<file path="src/rtl/gpio_mask_ctl.sv">
module gpio_mask_ctl #(
  parameter int NPIN   = 4,
  parameter int MASK_W = 16
) (
  input  logic              clk,
  input  logic              rst_n,
  input  logic              wr_en,
  input  logic [31:0]       wr_data,
  output logic [31:0]       rd_data,
  input  logic              mask_wr,
  input  logic [MASK_W-1:0] mask_wr_data,
  input  logic              mask_in,
  input  logic [NPIN-1:0]   gpio_in,
  output logic [NPIN-1:0]   gpio_out,
  output logic [NPIN-1:0]   gpio_oe,
  output logic              sec_reset,
  output logic [MASK_W-1:0] clk_disable_mask
);
  localparam int CW = $clog2(MASK_W);

  logic            loading, phase;
  logic [CW-1:0]   bitcnt;
  logic [NPIN-1:0] out_q, oe_q;
  logic [NPIN-1:0] d_clr, d_set, e_clr, e_set;
  logic [MASK_W-1:0] mask_q;

  assign d_clr = wr_data[8+:NPIN];
  assign d_set = wr_data[12+:NPIN];
  assign e_clr = wr_data[16+:NPIN];
  assign e_set = wr_data[20+:NPIN];

  always_ff @(posedge clk or negedge rst_n) begin
    if (!rst_n) begin
      loading <= 1'b1;
      phase   <= 1'b0;
      bitcnt  <= '0;
      mask_q  <= '0;
    end else if (loading) begin
      phase <= ~phase;
      if (phase) begin
        mask_q <= {mask_q[MASK_W-2:0], mask_in};
        bitcnt <= bitcnt + 1'b1;
        if (bitcnt == CW'(MASK_W-1)) loading <= 1'b0;
      end
    end else if (mask_wr) begin
      mask_q <= mask_wr_data;
    end
  end

  always_ff @(posedge clk or negedge rst_n) begin
    if (!rst_n) begin
      out_q <= '0;
      oe_q  <= '0;
    end else if (wr_en && !loading) begin
      out_q <= (out_q & ~(d_clr & ~d_set)) | (d_set & ~d_clr);
      oe_q  <= (oe_q  & ~(e_clr & ~e_set)) | (e_set & ~e_clr);
    end
  end

  assign sec_reset        = loading;
  assign clk_disable_mask = mask_q;
  assign gpio_out = loading ? {{(NPIN-2){1'b0}}, 1'b1, phase} : out_q;
  assign gpio_oe  = loading ? {{(NPIN-2){1'b0}}, 2'b11} : oe_q;
  assign rd_data  = {gpio_in, 4'b0, oe_q, oe_q, out_q, out_q, 8'b0};

  assert_shift_ends_on_clk_high_R2: assert property (@(posedge clk) disable iff (!rst_n)
    $fell(sec_reset) |-> $past(gpio_out[0]));
  assert_reset_stays_low_R3: assert property (@(posedge clk) disable iff (!rst_n)
    !sec_reset |=> !sec_reset);
  assert_mask_holds_R4: assert property (@(posedge clk) disable iff (!rst_n)
    (!sec_reset && !mask_wr) |=> $stable(clk_disable_mask));
  assert_both_bits_keep_R7: assert property (@(posedge clk) disable iff (!rst_n)
    (wr_en && !sec_reset && (wr_data[15:12] == wr_data[11:8])) |=> $stable(out_q));
  assert_write_ignored_data_R9: assert property (@(posedge clk) disable iff (!rst_n)
    sec_reset |=> $stable(out_q));
  assert_write_ignored_oe_R9: assert property (@(posedge clk) disable iff (!rst_n)
    sec_reset |=> $stable(oe_q));
endmodule

</file>
<file path="config.mk">
export PLATFORM = sky130hd
export DESIGN_NAME = gpio_mask_ctl
export DESIGN_NICKNAME = d
export VERILOG_FILES = /design/src/rtl/gpio_mask_ctl.sv
export SDC_FILE = /design/constraint.sdc
export NUM_CORES = 1
export LEC_CHECK = 0
export ABC_AREA = 0
export BUFFER_PORTS_ARGS = -buffer_cell sky130_fd_sc_hd__buf_2
export CORE_ASPECT_RATIO = 1.75
export CORE_MARGIN = 1
export CORE_UTILIZATION = 35
export CTS_CLUSTER_SIZE = 10
export DETAILED_ROUTE_END_ITERATION = 8
export HOLD_SLACK_MARGIN = 0.06
export MAX_ROUTING_LAYER = met4
export PLACE_DENSITY_LB_ADDON = 0.1
export REMOVE_ABC_BUFFERS = 1
export SLEW_MARGIN = 10
export SYNTH_ARGS = -nofsm -noshare
export SYNTH_HDL_FRONTEND = slang
export SYNTH_SLANG_ARGS = --single-unit
</file>
<file path="constraint.sdc">
create_clock -name clk -period 2.3 [get_ports clk]
set_clock_uncertainty 0.05 [all_clocks]
set_input_delay 0.46 -clock clk [delete_from_list [all_inputs] [get_ports clk]]
set_output_delay 0.46 -clock clk [all_outputs]
set_load 0.005 [all_outputs]
</file>
=== After elaboration in Yosys (flattened, before gate mapping) ===
Cells that the tools add are included.

* Register bits: 30
* Latch bits: 0
* Memory bits (writable): 0
* Bits in read-only memories: 0
* Input bits: 57
* Output and inout bits: 57
* Word-level logic and storage cells: 37
* Memories: 0

* Add/sub/neg operators: 1
* Multipliers: 0
* Divide/modulo/power cells: 0
* Order comparisons: 0
* Equal/unequal tests: 2
* Shift-type cells: 0
* Mux-type cells: 8
* Bitwise gates (word level): 15
* Reductions and logical operators: 5

{| class="wikitable"
|+ Operators by type and width
! operator !! number
|-
| $mux W16 || 3
|-
| $and A4 B4 Y4 || 6
|-
| $not A4 Y4 || 6
|-
| $mux W4 || 2
|-
| $or A4 B4 Y4 || 2
|-
| $add A4 B1 Y4 const B || 1
|-
| $eq A4 B4 Y1 const B || 1
|-
| $reduce_and A2 Y1 || 2
|-
| $mux W1 || 3
|-
| $ne A2 B1 Y1 const B || 1
|-
| $reduce_bool A2 Y1 || 1
|-
| $logic_and A1 B1 Y1 || 1
|-
| $logic_not A1 Y1 || 1
|-
| $not A1 Y1 || 1
|}

=== Longest topological paths before layout ===
Gate-level depths: netlist (run 1).

* Depth in word-level cells: 5
* Depth in mapped cells: 5
* Depth with buffers taken out: 3

=== Worst setup path before layout (run 1) ===
No wires, ideal clock.

* Path kind: reg-to-output
* Start point: reg loading, in the netlist sec_reset
* End point: out gpio_out[0]
* Arrival time: 0.989 ns
* Data required time: 1.790 ns
* Path slack: 0.801 ns
* Stages on the path, launching flop included: 5
* Buffers on the path: 2
* Path through: dfstp_2 > buf_2 > and2_4 > buf_6 > a21o_1

* Longest elaborated chain between the ends: 1

{| class="wikitable"
|+ Ends and longest elaborated chain
! element !! RTL line !! text
|-
| from (decl) || 21 || <nowiki>logic loading, phase;</nowiki>
|-
| from (signal assigned) || 34 || <nowiki>loading <= 1'b1;</nowiki>
|-
| from (signal assigned) || 43 || <nowiki>if (bitcnt == CW'(MASK_W-1)) loading <= 1'b0;</nowiki>
|-
| $mux W4 || 62 || <nowiki>assign gpio_out = loading ? {{(NPIN-2){1'b0}}, 1'b1, phase} : out_q;</nowiki>
|-
| to (decl) || 14 || <nowiki>output logic [NPIN-1:0] gpio_out,</nowiki>
|}

Every way passes these cells.

=== Final worst setup path (run 1) ===
Same ends and word-level chain as after synthesis.

==> results.cfg, run 1 <==
[global_route]
grt.overflow.total = 0
grt_pass1_wl_um = 5780
grt_usage_pct = 14.7
antenna_found_initial = 0
grt_max_degree = 33
grt_pass1_vias = 1289

[clock_tree]
postCtsSetupRepairBufs = 0
cts_made_buffers = 5
cts_resized = 0
cts_tree = built
ctsLongestPathBuffers = 2
cts.sinks = 30
cts_root_buffer = clkbuf_8
clk_pin_slew_worst_paths_ps = 70
clk_latency_ps = 280
hold_buffers = 0
htree_levels = 2

[timing]
drv_slew = 0
rsz0062_at_grt = no
hold_viol = 0
fmax_mhz = 504
worst_pin_slew_ps = 663
period_share_pct = 86.2
slew_headroom_pct = 55.8
setup_violations = 0
timing.final.ws_setup_ps = 318
period_needed_ps = 1980
tns_ps = 0

[routing]
dr_total_vias = 1439
dr.pass1.iters = 2
detail-route-antenna-nets = 0
drt-wirelength-per-cell_um = 12.9
drc = 0
routed_via_density = 4.98
drtIter0Drc = 29
routed_wl_um = 3730

[floorplan]
core-area_sq_mm = 0.00475
initial_core_util_pct = 36.7
fp.dieArea_sq_mm = 0.00528
dieWidth_um = 55.4
num_rows = 33
io_pins = 114
fp.dieH_um = 95.4

[critical_path]
cp-endpoint = gpio_out[0]
reg2reg_depth = 3
startpoint_type = register
reg2reg_slack_ps = 600
slowest_stage = dfstp_2
worstPathCellList = and2_4 -> a21o_1 -> buf_2
critPathMaxStageDelay_ps = 740
required_ps = 1790
worstPathArrival_ps = 1470
critPathMaxFanout = 19
r2r-start = sec_reset
startpoint = sec_reset
critical_path_class = reg -> out
reg2reg_to = clk_disable_mask[8]
crit_path_end_kind = output port

[synth]
netlist_instances = 175
synth.distinct_cells = 26
synth_edf_count = 0
yosysWarnings = 0
avgSynthCellArea_sq_um = 9.97
synth_commonest_cells = 31 x a21oi_1, 29 x dfrtp_1, 26 x buf_4
ys_ff_latch = 30
syn_area_sq_mm = 0.00174
synthTopCellsByArea = dfrtp_1 42%, buf_4 11%, mux2i_1 9.2%
synth.most_common_cell = a21oi_1
synth_top_cell_area_share_pct = 41.6
yosysTopAreaCell = dfrtp_1
synthArstFlopShare_pct = 100
ys_seq_area_share_pct = 43.1
ys.flop_type = dfrtp_1

[worst_hold_path]
hold_path_class = in -> async

[job]
drv_cap = 0

[place]
detailedPlace.worstSlack_ps = 598
place.gp.congestion = 0.711
dp_hpwl_um = 2680
io_buffers = 77

[status]
status = complete, no violations

[finish]
n_antenna_cell = 0
final_nets = 294
area_delta_synth_final_pct = 20.6
final_layout_size_suffix_gt1_share_pct = 39.2
fill_cells = 508

[pwr]
power_density_mw_per_mm2 = 644
ir_worst_vdd_v = 0.000445
leakage_nw = 1.05
where the power goes:
part | internal, mW | leakage [nW] | total, mW | switching (mW)
clock network | 0.318 | 0.0579 | 0.518 | 0.199
logic | 0.123 | 0.610 | 0.227 | 0.104
registers | 0.569 | 0.377 | 0.609 | 0.0401
total | 1.01 | 1.05 | 1.35 | 0.343
layout by cell type (no fill, tap or decap), drive strengths merged:
| cell type | instances |
|---|---|
| nand2b | 1 |
| a211oi | 15 |
| a21o | 1 |
| mux2 | 1 |
| buf | 79 |
| bufinv | 1 |
| a21oi | 31 |
| nand4 | 1 |
| xor2 | 2 |
| and2 | 1 |
| a41oi | 1 |
| o21ai | 8 |
| ha | 1 |
| clkinv | 2 |
| nor2b | 20 |
| dfstp | 1 |
| inv | 1 |
| mux2i | 16 |
| a221o | 1 |
| conb | 12 |
| nand2 | 1 |
| or2 | 3 |
| xnor2 | 2 |
| clkbuf | 5 |
| dfrtp | 29 |
| and3 | 1 |
per-layer routing:
layer	vias to the layer above	track usage (%)	routed length [um]
met2	72	25.5	1850
li1	703	-	-
met5	-	-	0
met1	659	15.5	1520
met3	5	4.48	294
met4	0	6.25	63
how the worst min path moves through the flow:
stage                     startpoint              endpoint  slack (ps)  cells past startpoint
after floorplan                rst_n             bitcnt[0]         110                      0
after global placement     bitcnt[3]             sec_reset         430                      1
after detailed placement   bitcnt[3]             bitcnt[3]         430                      1
after CTS                      rst_n              out_q[1]         190                      1
after global routing           rst_n  clk_disable_mask[14]         220                      1
final                          rst_n              out_q[1]         160                      1
registers in the layout (all words and copies together), names as in the netlist:
signal	flops
bitcnt	4
clk_disable_mask	16
oe_q	4
out_q	4
phase	1
sec_reset	1
cell families (layout without fill, tap and decap cells):
group | Yosys count | in the layout | synth area share [%]
AOI/OAI and AO/OA | 57 | 57 | 19.2
xor gates and xnor gates | 4 | 4 | 2.01
adders and majority gates | 1 | 1 | 0.717
buffers and inverters | 37 | 88 | 14.9
DFF | 30 | 30 | 43.1
muxes | 17 | 17 | 9.83
other | 1 | 12 | 0.215
and+or+nand+nor | 28 | 28 | 10.0
through the flow:
stage / area [sq um] / utilization, % / hold slack [ps] / total power, mW / cells
2_1_floorplan: 1530 / - / 114 / 0.715 / 150
3_3_place_gp: 1990 / 42.0 / 430 / 0.849 / 281
3_5_place_dp: 1990 / 42.0 / 432 / 0.852 / 281
4_1_cts: 2100 / 44.3 / 189 / 1.38 / 289
5_1_grt: 2100 / 44.3 / 224 / 1.43 / 289
6_report: 2100 / 44.3 / 156 / 1.35 / 289
critical path, delay by kind of cell (launching register included):
| kind | cells | cell delay [ps] |
|---|---|---|
| DFF | 1 | 740 |
| and+or+nand+nor | 1 | 260 |
| buffers and inverters | 1 | 100 |
| AOI/OAI and AO/OA | 1 | 80 |
layout make-up:
cell class | instances | area, sq um | share of cell area [%]
timing repair buffer | 79 | 400 | 19.0
clock buffer | 5 | 68.8 | 3.27
tap | 52 | 65.1 | 3.09
sequential | 30 | 752 | 35.8
clock inverter | 3 | 40.0 | 1.90
multi-input combinational | 119 | 773 | 36.8
inverter | 1 | 3.75 | 0.178
No activity file was read; power rests on OpenSTA's default activity.
==> inputs of run 2 (changes only) <==
- CORE_UTILIZATION: 35 -> 45
==> results.cfg, run 2 (synthesis results as in run 1) <==
[floorplan]
fp.dieArea_sq_mm = 0.00414
fp.dieH_um = 84.4
initial_core_util_pct = 47.6
num_rows = 29
core-area_sq_mm = 0.00366
io_pins = 114
dieWidth_um = 49.1

[place]
placed_area_sq_mm = 0.00199
dp.cells = 276
io_buffers = 77
dp_hpwl_um = 2670
place.gp.congestion = 0.682

[clock_tree]
clk_pin_slew_worst_paths_ps = 60
clk_latency_ps = 280
ctsLongestPathBuffers = 2
cts.sinks = 30
cts_resized = 0
cts_made_buffers = 5
cts_tree = built
cts_root_buffer = clkbuf_8
htree_levels = 2
hold_buffers = 0
postCtsSetupRepairBufs = 0

[critical_path]
slowest_stage = dfstp_2
reg2reg_depth = 3
r2r-start = sec_reset
crit_path_end_kind = output port
worstPathCellList = buf_4 -> or2_2 -> buf_2
worstPathArrival_ps = 1380
reg2reg_slack_ps = 790
reg2reg_to = clk_disable_mask[8]
startpoint_type = register
critPathMaxStageDelay_ps = 640
required_ps = 1790
critical_path_class = reg -> out
critPathMaxFanout = 15

[routing]
drtIter0Drc = 12
routed_wl_um = 3600
dr_total_vias = 1458
drc = 0
dr.pass1.iters = 4
detail-route-antenna-nets = 0
routed_via_density = 5.15
drt-wirelength-per-cell_um = 12.7

[timing]
tns_ps = 0
hold_viol = 0
worst_pin_slew_ps = 666
fmax_mhz = 529
setup_violations = 0
rsz0062_at_grt = no
slew_headroom_pct = 55.6
period_needed_ps = 1890
drv_slew = 0
period_share_pct = 82.2

[finish]
multi_input_area_sq_um = 773
final_common_cell = buf_2
seq_area_sq_um = 752
final_nets = 295
final_area_sq_mm = 0.00207
area_delta_synth_final_pct = 18.7
n_antenna_cell = 0
final_layout_size_suffix_gt1_share_pct = 38.4
finish.utilization_pct = 56.5
final_cell_mix = 77 x buf_2, 31 x a21oi_1, 29 x dfrtp_1
largest_register_ffs = 16
fill_cells = 354
stdcell_count = 283

[global_route]
grt_usage_pct = 20.1
grt_max_degree = 33
grt_pass1_vias = 1381
antenna_found_initial = 0
grt_pass1_wl_um = 6260
grt.overflow.total = 0

[pwr]
leakage_nw = 1.03
ir_worst_vdd_v = 0.000512
power_density_mw_per_mm2 = 593
power_mw = 1.23

[job]
drv_cap = 0

[worst_hold_path]
hold_path_class = in -> async

[status]
status = complete, no violations
run 2: cell count changes in the layout (fill, tap and decap cells not counted):
cell       change
buf_4          +1
bufinv_16      -1
clkbuf_1       +2
clkinv_2       -2
run 2: worst max-delay path by stage:
stage,from,to,slack [ps]
finish,sec_reset,gpio_oe[0],410
global placement,sec_reset,gpio_oe[0],690
global route,sec_reset,gpio_oe[0],320
CTS,sec_reset,gpio_oe[0],380
floorplan,sec_reset,gpio_out[0],550
detailed placement,sec_reset,gpio_oe[0],690
run 2: final cells by class:
type / instances / area share [%]
clock buffer: 7 / 3.69
tap: 46 / 2.78
inverter: 1 / 0.181
multi-input combinational: 119 / 37.3
sequential: 30 / 36.3
timing repair buffer: 80 / 19.7
run 2: routing by layer:
layer	GRT usage [%]	vias up	routed length [um]
li1	-	698	-
met1	22.7	683	1380
met2	33.0	71	1900
met3	5.98	6	260
met4	7.22	0	56
met5	-	-	0
run 2: critical path: cells and delay by family (launching register included):
kind          cells  cell delay, ps
flops             1             640
buf+inv           2             330
simple gates      1             130
run 2: through the flow:
| step | setup slack (ps) | hold slack (ps) |
|---|---|---|
| 2_1_floorplan | 546 | 114 |
| 3_3_place_gp | 694 | 412 |
| 3_5_place_dp | 688 | 428 |
| 4_1_cts | 382 | 188 |
| 5_1_grt | 316 | 224 |
| 6_report | 409 | 165 |
run 2: power by group:
part	switching, mW	internal, mW	total (mW)	leakage (nW)
registers	0.0402	0.569	0.610	0.377
logic	0.107	0.124	0.231	0.616
clock network	0.180	0.208	0.388	0.0383
